### config.mk
export PLATFORM = sky130hd
export DESIGN_NAME = narrow_reg_bridge
export DESIGN_NICKNAME = d
export VERILOG_FILES = /design/src/rtl/bridge_pkg.sv /design/src/rtl/brg_lane_map.sv /design/src/rtl/brg_pos_ptr.sv /design/src/rtl/brg_lane_reg.sv /design/src/rtl/narrow_reg_bridge.sv
export SDC_FILE = /design/constraint.sdc
export NUM_CORES = 1
export LEC_CHECK = 0
export BUFFER_PORTS_ARGS = -buffer_cell sky130_fd_sc_hd__buf_2
export CAP_MARGIN = 10
export CORE_AREA = 2 2 122 124
export DETAILED_ROUTE_END_ITERATION = 12
export DIE_AREA = 0 0 124 126
export PLACE_DENSITY_LB_ADDON = 0.2
export SETUP_SLACK_MARGIN = 0.4
export SLEW_MARGIN = 20
export SYNTH_ARGS = -nofsm -noshare
export SYNTH_HDL_FRONTEND = slang
export SYNTH_HIERARCHICAL = 1
export SYNTH_SLANG_ARGS = --single-unit
### constraint.sdc
create_clock -name clk -period 6 [get_ports clk]
set_clock_uncertainty 0.1 [all_clocks]
set_input_delay 0.3 -clock clk [delete_from_list [all_inputs] [get_ports clk]]
set_output_delay 0.3 -clock clk [all_outputs]
set_load 0.005 [all_outputs]
### src/rtl/bridge_pkg.sv
// Package: shared widths and the bus-width encoding for the narrow-bus bridge.
// Assumes a register is exactly four 8-bit lanes wide.
package bridge_pkg;
    localparam int unsigned LANE_W = 8;
    localparam int unsigned REG_W  = 4 * LANE_W;
    localparam int unsigned POS_W  = 2;

    typedef enum logic {
        BUS_NARROW = 1'b0,
        BUS_WIDE   = 1'b1
    } bus_width_e;

    typedef logic [POS_W-1:0] lane_pos_t;
endpackage

### src/rtl/brg_lane_map.sv
// Lane map: turns the lane pointer, order bit and bus width into a bit mask
// and a shift amount within a REG_W-bit register.
// Assumes REG_W = 4 * LANE_W and a 2-bit pointer. Odd codes on the wide bus
// are flagged illegal and produce an all-zero mask.
module brg_lane_map #(
    parameter int unsigned REG_W  = 32,
    parameter int unsigned LANE_W = 8,
    localparam int unsigned SH_W  = $clog2(REG_W),
    localparam int unsigned NLANE = REG_W / LANE_W
) (
    input  logic [1:0]       pos,
    input  logic             order,
    input  logic             wide,
    output logic [REG_W-1:0] mask,
    output logic [SH_W-1:0]  lsb,
    output logic             legal
);
    logic [1:0] lane_idx;
    logic       half_idx;

    // Pick the lane index (0 = least significant) and build the mask from it.
    always_comb begin
        lane_idx = order ? pos : 2'(NLANE - 1 - int'(pos));
        half_idx = order ? pos[1] : ~pos[1];
        if (!wide) begin
            legal = 1'b1;
            lsb   = SH_W'(int'(lane_idx) * LANE_W);
            mask  = REG_W'({LANE_W{1'b1}}) << lsb;
        end else begin
            legal = ~pos[0];
            lsb   = SH_W'(int'(half_idx) * 2 * LANE_W);
            mask  = legal ? (REG_W'({(2*LANE_W){1'b1}}) << lsb) : '0;
        end
    end
endmodule

### src/rtl/brg_pos_ptr.sv
// Lane pointer: holds the 2-bit lane position. A host control write loads it,
// and every data-window access steps it.
// Assumes load and adv are never high together (the top gives load priority).
module brg_pos_ptr (
    input  logic       clk,
    input  logic       rst_n,
    input  logic       wide,
    input  logic       load,
    input  logic [1:0] load_val,
    input  logic       adv,
    output logic [1:0] pos
);
    // Pointer update: a load (odd values refused on the wide bus), else a step.
    always_ff @(posedge clk) begin
        if (!rst_n) begin
            pos <= 2'b00;
        end else if (load) begin
            if (!(wide && load_val[0])) begin
                pos <= load_val;
            end
        end else if (adv) begin
            pos <= wide ? {~pos[1], 1'b0} : pos + 2'd1;
        end
    end

    a_r4_step_narrow: assert property (@(posedge clk) disable iff (!rst_n)
        (adv && !load && !wide) |=> (pos == 2'($past(pos) + 2'd1)));

    a_r5_step_wide: assert property (@(posedge clk) disable iff (!rst_n)
        (adv && !load && wide) |=> (pos[0] == 1'b0 && pos[1] != $past(pos[1])));

    a_r7_odd_load_refused: assert property (@(posedge clk) disable iff (!rst_n)
        (load && wide && load_val[0]) |=> $stable(pos));

    a_r6_idle_hold: assert property (@(posedge clk) disable iff (!rst_n)
        (!load && !adv) |=> $stable(pos));
endmodule

### src/rtl/brg_lane_reg.sv
// Lane-writable register: REG_W bits seen from outside, of which only the low
// KEEP_W bits are stored and the rest read as zero. The host writes through a
// lane mask. The on-chip side writes whole words and wins a same-cycle clash.
module brg_lane_reg #(
    parameter int unsigned REG_W  = 32,
    parameter int unsigned KEEP_W = 32
) (
    input  logic             clk,
    input  logic             rst_n,
    input  logic             host_we,
    input  logic [REG_W-1:0] host_mask,
    input  logic [REG_W-1:0] host_val,
    input  logic             cpu_we,
    input  logic [REG_W-1:0] cpu_val,
    output logic [REG_W-1:0] q
);
    logic [KEEP_W-1:0] store;

    // Storage update: the on-chip write first, else a masked host lane merge.
    always_ff @(posedge clk) begin
        if (!rst_n) begin
            store <= '0;
        end else if (cpu_we) begin
            store <= cpu_val[KEEP_W-1:0];
        end else if (host_we) begin
            store <= (store & ~host_mask[KEEP_W-1:0])
                   | (host_val[KEEP_W-1:0] & host_mask[KEEP_W-1:0]);
        end
    end

    // Zero-pad the unstored upper bits when the register is narrower.
    generate
        if (KEEP_W < REG_W) begin : g_pad
            assign q = {{(REG_W-KEEP_W){1'b0}}, store};
        end else begin : g_full
            assign q = store;
        end
    endgenerate

    a_r9_other_lanes_kept: assert property (@(posedge clk) disable iff (!rst_n)
        (host_we && !cpu_we) |=> (((q ^ $past(q)) & ~$past(host_mask)) == '0));

    a_r10_onchip_wins: assert property (@(posedge clk) disable iff (!rst_n)
        cpu_we |=> (q[KEEP_W-1:0] == $past(cpu_val[KEEP_W-1:0])));
endmodule

### src/rtl/narrow_reg_bridge.sv
// Narrow-bus register bridge top: decodes host strobes, steers 8/16-bit lanes
// into the data window and status registers, and runs the lane pointer.
// Assumes single-cycle strobes. If h_rd and h_wr are both high, the access is
// treated as a write.
module narrow_reg_bridge #(
    parameter int unsigned SEL_W    = 6,
    parameter int unsigned STAT_W   = 8,
    parameter int unsigned WIN_IDX  = 5,
    parameter int unsigned STAT_IDX = 2,
    localparam int unsigned REG_W   = bridge_pkg::REG_W,
    localparam int unsigned LANE_W  = bridge_pkg::LANE_W,
    localparam int unsigned BUS_W   = 2 * LANE_W,
    localparam int unsigned SH_W    = $clog2(REG_W)
) (
    input  logic             clk,
    input  logic             rst_n,
    input  logic             h_wide,
    input  logic             h_order,
    input  logic             h_ctl,
    input  logic [SEL_W-1:0] h_sel,
    input  logic             h_rd,
    input  logic             h_wr,
    input  logic [BUS_W-1:0] h_wdata,
    output logic [BUS_W-1:0] h_rdata,
    output logic [1:0]       h_pos,
    input  logic             cpu_st_we,
    input  logic [REG_W-1:0] cpu_st_wdata,
    output logic [REG_W-1:0] st_o,
    output logic [REG_W-1:0] win_o
);
    import bridge_pkg::*;

    logic             acc, ptr_load, hit_win, hit_st, adv, data_we, legal;
    logic [REG_W-1:0] mask, wval, sel_q;
    logic [SH_W-1:0]  lsb;
    logic [BUS_W-1:0] wdata_ext;

    // Access decode: pointer load, window step and data-write qualification.
    always_comb begin
        acc      = h_rd | h_wr;
        ptr_load = h_wr & h_ctl;
        hit_win  = (h_sel == SEL_W'(WIN_IDX));
        hit_st   = (h_sel == SEL_W'(STAT_IDX));
        adv      = acc & hit_win & ~ptr_load;
        data_we  = h_wr & ~h_ctl & legal;
    end

    // Align host write data to the selected lane.
    always_comb begin
        wdata_ext = (h_wide == BUS_WIDE) ? h_wdata : BUS_W'(h_wdata[LANE_W-1:0]);
        wval      = REG_W'(wdata_ext) << lsb;
    end

    // Read steering: pick the register, then extract the addressed lane.
    always_comb begin
        if (hit_win)     sel_q = win_o;
        else if (hit_st) sel_q = st_o;
        else             sel_q = '0;
        h_rdata = BUS_W'((sel_q & mask) >> lsb);
    end

    brg_lane_map #(.REG_W(REG_W), .LANE_W(LANE_W)) u_map (
        .pos   (h_pos),
        .order (h_order),
        .wide  (h_wide),
        .mask  (mask),
        .lsb   (lsb),
        .legal (legal)
    );

    brg_pos_ptr u_ptr (
        .clk      (clk),
        .rst_n    (rst_n),
        .wide     (h_wide),
        .load     (ptr_load),
        .load_val (h_wdata[1:0]),
        .adv      (adv),
        .pos      (h_pos)
    );

    brg_lane_reg #(.REG_W(REG_W), .KEEP_W(REG_W)) u_win (
        .clk       (clk),
        .rst_n     (rst_n),
        .host_we   (data_we & hit_win),
        .host_mask (mask),
        .host_val  (wval),
        .cpu_we    (1'b0),
        .cpu_val   ({REG_W{1'b0}}),
        .q         (win_o)
    );

    brg_lane_reg #(.REG_W(REG_W), .KEEP_W(STAT_W)) u_st (
        .clk       (clk),
        .rst_n     (rst_n),
        .host_we   (data_we & hit_st),
        .host_mask (mask),
        .host_val  (wval),
        .cpu_we    (cpu_st_we),
        .cpu_val   (cpu_st_wdata),
        .q         (st_o)
    );

    a_r6_other_select_holds: assert property (@(posedge clk) disable iff (!rst_n)
        (acc && !hit_win && !ptr_load) |=> $stable(h_pos));

    a_r7_ctl_write_no_data: assert property (@(posedge clk) disable iff (!rst_n)
        (h_wr && h_ctl && !cpu_st_we) |=> ($stable(st_o) && $stable(win_o)));

    a_r3_odd_wide_reads_zero: assert property (@(posedge clk) disable iff (!rst_n)
        (h_wide && h_pos[0]) |-> (h_rdata == '0));

    a_r1_narrow_upper_zero: assert property (@(posedge clk) disable iff (!rst_n)
        !h_wide |-> (h_rdata[BUS_W-1:LANE_W] == '0));

    a_r8_status_upper_zero: assert property (@(posedge clk) disable iff (!rst_n)
        cpu_st_we |=> (st_o[REG_W-1:STAT_W] == '0));
endmodule

== After elaboration in Yosys (flattened, before gate mapping) ==
Index checks and enable logic that the tools add are counted.

* Flip-flop bits (word level): 42
* Bits in latches: 0
* Memory bits (writable): 0
* Bits in read-only memories: 0
* Input bits: 62
* Output and inout port bits: 82
* Logic and storage cells: 52
* Memories kept: 0

* Add/sub/neg operators: 2
* Multipliers: 0
* Divide/modulo/power cells: 0
* Magnitude comparators: 0
* Equality and inequality tests: 3
* Shift-type cells: 4
* Multiplexer cells: 15
* Bitwise operators: 21
* Reductions and logical operators: 4

{| class="wikitable"
|+ Operators by type and width
! kind !! number
|-
| bitwise AND 32 bit || 3
|-
| 2-to-1 mux 32 bit || 3
|-
| NOT 32 bit || 1
|-
| bitwise OR 32 bit || 1
|-
| << shifter 16 x 5 -> 32 bit || 1
|-
| << shifter 16 x 5 -> 32 bit, first input constant || 1
|-
| << shifter 8 x 5 -> 32 bit, first input constant || 1
|-
| >> shifter 32 x 5 -> 16 bit || 1
|-
| 2-to-1 mux 8 bit || 3
|-
| bitwise AND 8 bit || 2
|-
| 2-to-1 mux 16 bit || 1
|-
| 2-to-1 mux 2 bit || 5
|-
| NOT 8 bit || 1
|-
| bitwise OR 8 bit || 1
|-
| bitwise AND 1 bit || 7
|-
| == test 6 x 2 -> 1 bit, second input constant || 1
|-
| == test 6 x 3 -> 1 bit, second input constant || 1
|-
| 2-to-1 mux 5 bit || 1
|-
| NOT 1 bit || 4
|-
| nonzero test 2 bit || 2
|-
| adder 2 x 1 -> 2 bit, second input constant || 1
|-
| 2-to-1 mux 1 bit || 2
|-
| inequality test 2 bit, second input constant || 1
|-
| AND reduction 2 bit || 1
|-
| 3 further kinds || 3
|}

== Longest topological paths before layout ==
* Word-level depth: 10
* Gate-level depth with buffers: 12
* Depth with buffers taken out: 10

== Cells and area by module ==
Netlist, hierarchy kept.

{| class="wikitable"
|+ Modules (own cells, without submodules)
! module !! instances !! cells each !! area each (um^2) !! seq. area each (um^2)
|-
| narrow_reg_bridge || 1 || 519 || 3559.7 || 0.0
|-
| brg_lane_reg at u_win || 1 || 177 || 1720.4 || 640.6
|-
| brg_lane_reg at u_st || 1 || 68 || 630.6 || 160.2
|-
| brg_lane_map || 1 || 48 || 327.8 || 0.0
|-
| brg_pos_ptr || 1 || 13 || 120.1 || 40.0
|}

== Worst setup path after synthesis ==
OpenSTA, ideal clock, no wires.

* Path type: flip-flop to output port
* Start point: register u_ptr.pos[0]
* End point: output port h_rdata[14]
* Arrival: 2.327 ns
* Required time: 5.600 ns
* Path slack: 3.273 ns
* Cell stages (with the launch flop): 9
* Buffers on the path: 1
* Cells stage by stage: dfxtp_1 or2_1 o22ai_1 buf_4 o211ai_1 and2_1 mux4_2 o32a_1 o21ai_1

* Word-level cells in the longest chain between the ends: 6
* Elaborated cells between the ends (all ways): 8
* Those cells by class: add/sub: 1; shift: 2; mux: 4; bitwise: 1

{| class="wikitable"
|+ RTL lines
! element !! RTL line !! source
|-
| start: declaration || brg_pos_ptr.sv:11 || <nowiki>output logic [1:0] pos</nowiki>
|-
| start signal: assignment || brg_pos_ptr.sv:19 || <nowiki>pos <= load_val;</nowiki>
|-
| start signal: assignment || brg_pos_ptr.sv:22 || <nowiki>pos <= wide ? {~pos[1], 1'b0} : pos + 2'd1;</nowiki>
|-
| subtractor 2 bit || brg_lane_map.sv:23 || <nowiki>lane_idx = order ? pos : 2'(NLANE - 1 - int'(pos));</nowiki>
|-
| 2-to-1 mux 2 bit || brg_lane_map.sv:23 ||
|-
| << shifter 8 x 5 -> 32 bit || brg_lane_map.sv:28 || <nowiki>mask = REG_W'({LANE_W{1'b1}}) << lsb;</nowiki>
|-
| 2-to-1 mux 32 bit * || brg_lane_map.sv:25 || <nowiki>if (!wide) begin</nowiki>
|-
| via mask[8] || narrow_reg_bridge.sv:34 || <nowiki>logic [REG_W-1:0] mask, wval, sel_q;</nowiki>
|-
| bitwise AND 32 bit * || narrow_reg_bridge.sv:59 || <nowiki>h_rdata = BUS_W'((sel_q & mask) >> lsb);</nowiki>
|-
| >> shifter 32 x 5 -> 16 bit * || narrow_reg_bridge.sv:59 ||
|-
| end: declaration || narrow_reg_bridge.sv:24 || <nowiki>output logic [BUS_W-1:0] h_rdata,</nowiki>
|}

Mark *: on every way through the listed nets, which the timed path passes. The rest lies on a longest branch.

== Final worst setup path ==
Same ends and word-level chain as after synthesis.

==> impl_metrics.sql <==
INSERT INTO impl_metrics (metric_group, metric, value, unit) VALUES
('status', 'outcome', 'finished, final reports clean', ''),
('sta', 'unrepaired_setup_endpoints_after_global_routing', 'false', ''),
('synth', 'synthAdderAreaFrac', '0', '%'),
('detailed_routing', 'drc', '0', ''),
('die', 'floorplan.die_area', '15620', 'sq um'),
('sta', 'tightestPinTransition', '1449', 'ps'),
('synth', 'post_synth_edffs', '0', ''),
('power_and_ir_drop', 'p_total', '0.001105', 'W'),
('synth', 'synthSimpleGateAreaFrac', '32.39', '%'),
('clocking', 'clock_buffer_count_from_cts', '5', ''),
('clocking', 'cts_repair_resize_count', '0', ''),
('worst_hold_path', 'hold_class', 'in -> reg', ''),
('die', 'die_w', '124', 'microns'),
('setup_path', 'crit_path_end_kind', 'output pin', ''),
('setup_path', 'worst-setup-path-type', 'reg -> out', ''),
('cells_and_area', 'finish.utilization', '47.29', '%'),
('cells_and_area', 'layout-area-overhead-vs-synth', '6.454', '%'),
('clocking', 'cts_post_setup_buffers_inserted', '0', ''),
('synth', 'synth_cells', '825', ''),
('power_and_ir_drop', 'switchingPower', '0.0004145', 'W'),
('cells_and_area', 'final.fill_count', '1502', ''),
('detailed_routing', 'drtAntennaViolNets', '0', ''),
('synth', 'synth-compound-area-share', '33.16', '%'),
('detailed_routing', 'drt_iter0_markers', '979', ''),
('clocking', 'worst_setup_hold_path_clk_slew', '70', 'ps'),
('sta', 'final_slew_viol_count', '0', ''),
('placement', 'gp_congestion', '0.9765', ''),
('clocking', 'cts_tree', 'yes', ''),
('placement', 'dp.cells', '1049', ''),
('sta', 'final_setup_fails', '0', ''),
('sta', 'final.setup.tns', '0', 'ps'),
('sta', 'final_period_minus_worst_setup_slack', '3810', 'ps'),
('power_and_ir_drop', 'power.share.switching', '37.52', '%'),
('synth', 'synth_area_leaders', 'dfxtp_1, buf_4, o311a_1, o211ai_1, nand2b_1', ''),
('detailed_routing', 'routed-wl-met3', '2296', 'microns'),
('power_and_ir_drop', 'vdd.ir_drop.worst', '0.00009304', 'V'),
('clocking', 'clock_path_buffers', '2', ''),
('die', 'top_level_ports', '144', ''),
('clocking', 'cts_hold_repair.buffers', '0', ''),
('die', 'std_cell_rows', '44', ''),
('sta', 'worst_slew_margin_relative_to_its_limit', '2.965', '%'),
('power_and_ir_drop', 'combPwrFrac', '37.3', '%'),
('synth', 'synthMuxAreaShare', '7.143', '%'),
('power_and_ir_drop', 'power_frac_seq', '28.6', '%'),
('synth', 'cell_area_after_synthesis', '6359', 'sq um'),
('sta', 'achievable-frequency', '0.2624', 'GHz'),
('cells_and_area', 'nNetsFinal', '934', ''),
('sta', 'finalHoldViolCount', '0', ''),
('detailed_routing', 'vias', '6925', ''),
('synth', 'netlist.area_leader.share', '13.22', '%'),
('synth', 'synthFlopType', 'dfxtp_1', ''),
('synth', 'post_synth_xor_area_fraction', '0.2755', '%'),
('clocking', 'ctsHtreeMaxLevel', '2', ''),
('sta', 'min_period_over_period', '63.51', '%'),
('setup_path', 'cp_data_required_time', '5600', 'ps'),
('clocking', 'clk_root_buffer_cell', 'clkbuf_16', ''),
('setup_path', 'arrival', '3410', 'ps'),
('synth', 'synthDominantAreaCellType', 'dfxtp_1', ''),
('global_routing', 'grt-ovfl-total', '0', ''),
('detailed_routing', 'uppermost_layer_routed', 'met5', ''),
('detailed_routing', 'wirelength_met1', '10780', 'microns'),
('detailed_routing', 'overall_routed_net_length', '23510', 'microns'),
('global_routing', 'grt_start_max_net_pins', '65', ''),
('synth', 'async_flop_share', '0', '%'),
('synth', 'yosys_warnings', '6', ''),
('clocking', 'number_of_clock_sinks', '42', ''),
('global_routing', 'first_global_vias', '5974', ''),
('power_and_ir_drop', 'clkPwrFrac', '34.1', '%'),
('die', 'floorplan.core_area', '14310', 'sq um'),
('placement', 'place.port_buffers', '95', ''),
('global_routing', 'global_route.usage.total', '29.52', '%');
## area by class of cell
type | instances | area, sq um | area share [%]
Tap cell | 184 | 230.2 | 3.401
Inverter | 10 | 37.54 | 0.5545
Clock buffer | 5 | 125.1 | 1.848
Timing Repair Buffer | 107 | 565.5 | 8.355
Multi-Input combinational cell | 706 | 4901 | 72.40
Clock inverter | 3 | 68.82 | 1.017
Sequential cell | 42 | 840.8 | 12.42
## layer usage
metal	vias up	track usage, %
li1	3200	-
met1	3313	46.12
met2	375	42.34
met3	35	4.303
met4	2	6.411
met5	-	0
## layout by cell type (no fill, tap or decap), types with 6 or more instances in the layout
cell       n
and4b_1   24
mux2i_1   26
o211ai_2   6
o21ai_1    9
o22ai_1   28
nor3_1    12
and3_1    39
buf_2     95
o21ai_0   32
and4bb_2   7
a21boi_0   6
o211ai_1  44
nand3_1   43
a22oi_1   14
a21oi_1   11
and2_1     9
inv_1      9
nand4_1    6
mux2_2     8
a21boi_1  30
nand2_1   58
buf_4     12
nor2_1    39
and3_2     7
nor4bb_1  12
o311a_1   40
conb_1    60
nand2b_1  43
dfxtp_1   42
## synthesized netlist by cell type, drive strengths merged, types with 4 or more instances
master	instances
a22oi	14
nor4bb	15
nor2	40
nor3	13
or3	5
o21ai	42
and3	46
and2	9
a21oi	12
clkbuf	21
and4bb	9
nand2	58
mux2	8
mux2i	28
nand2b	43
nand4	6
a21boi	41
nand3	43
and4b	24
o21a	4
inv	9
o311a	40
o211ai	50
buf	103
o22ai	32
dfxtp	42
## stage by stage
stage / hold WS (ps) / cell area (sq um) / setup slack (ps)
floorplan: 331.2 / 6573 / 3273
global placement: 538.7 / 6573 / 2420
detailed placement: 534.5 / 6573 / 2407
CTS: 236.1 / 6766 / 2239
global route: 253.3 / 6769 / 2010
finish: 238.2 / 6769 / 2190
## final timing paths
path,from,end,slack (ps),depth (start not counted)
setup / recovery,u_ptr/pos[0]$_SDFFE_PN0P_,h_rdata[14],2190,9
setup reg to reg,u_ptr/pos[1]$_SDFFE_PN0P_,flop,2930,8
hold reg to reg,u_ptr/pos[0]$_SDFFE_PN0P_,u_ptr/pos[0]$_SDFFE_PN0P_,540,2
hold / removal,cpu_st_wdata[6],flop,240,3
## cell families (layout without fill, tap and decap cells)
| family | count (synthesis) | in the layout |
|---|---|---|
| flops | 42 | 42 |
| buf+inv | 134 | 125 |
| mux | 39 | 39 |
| compound gates | 275 | 275 |
| simple gates | 330 | 330 |
| xor+xnor | 2 | 2 |
| other cells | 3 | 60 |
## power by group through the flow
stage | Clock, W | Combinational (W) | Sequential [W]
floorplan | 0 | 0.000303 | 0.000318
global placement | 0 | 0.000381 | 0.000322
detailed placement | 0 | 0.000380 | 0.000322
CTS | 0.000379 | 0.000381 | 0.000316
global route | 0.000394 | 0.000441 | 0.000319
finish | 0.000377 | 0.000412 | 0.000316
## critical path, cell delays in order, from the launching register on
cell      delay (ps)
dfxtp_1          510
xnor2_1          230
o22ai_2          740
buf_4            340
o211ai_1         150
and2_1           210
mux4_2           510
o32a_1           180
o21ai_1           90
buf_2            140
No activity file was read; power rests on OpenSTA's default activity.
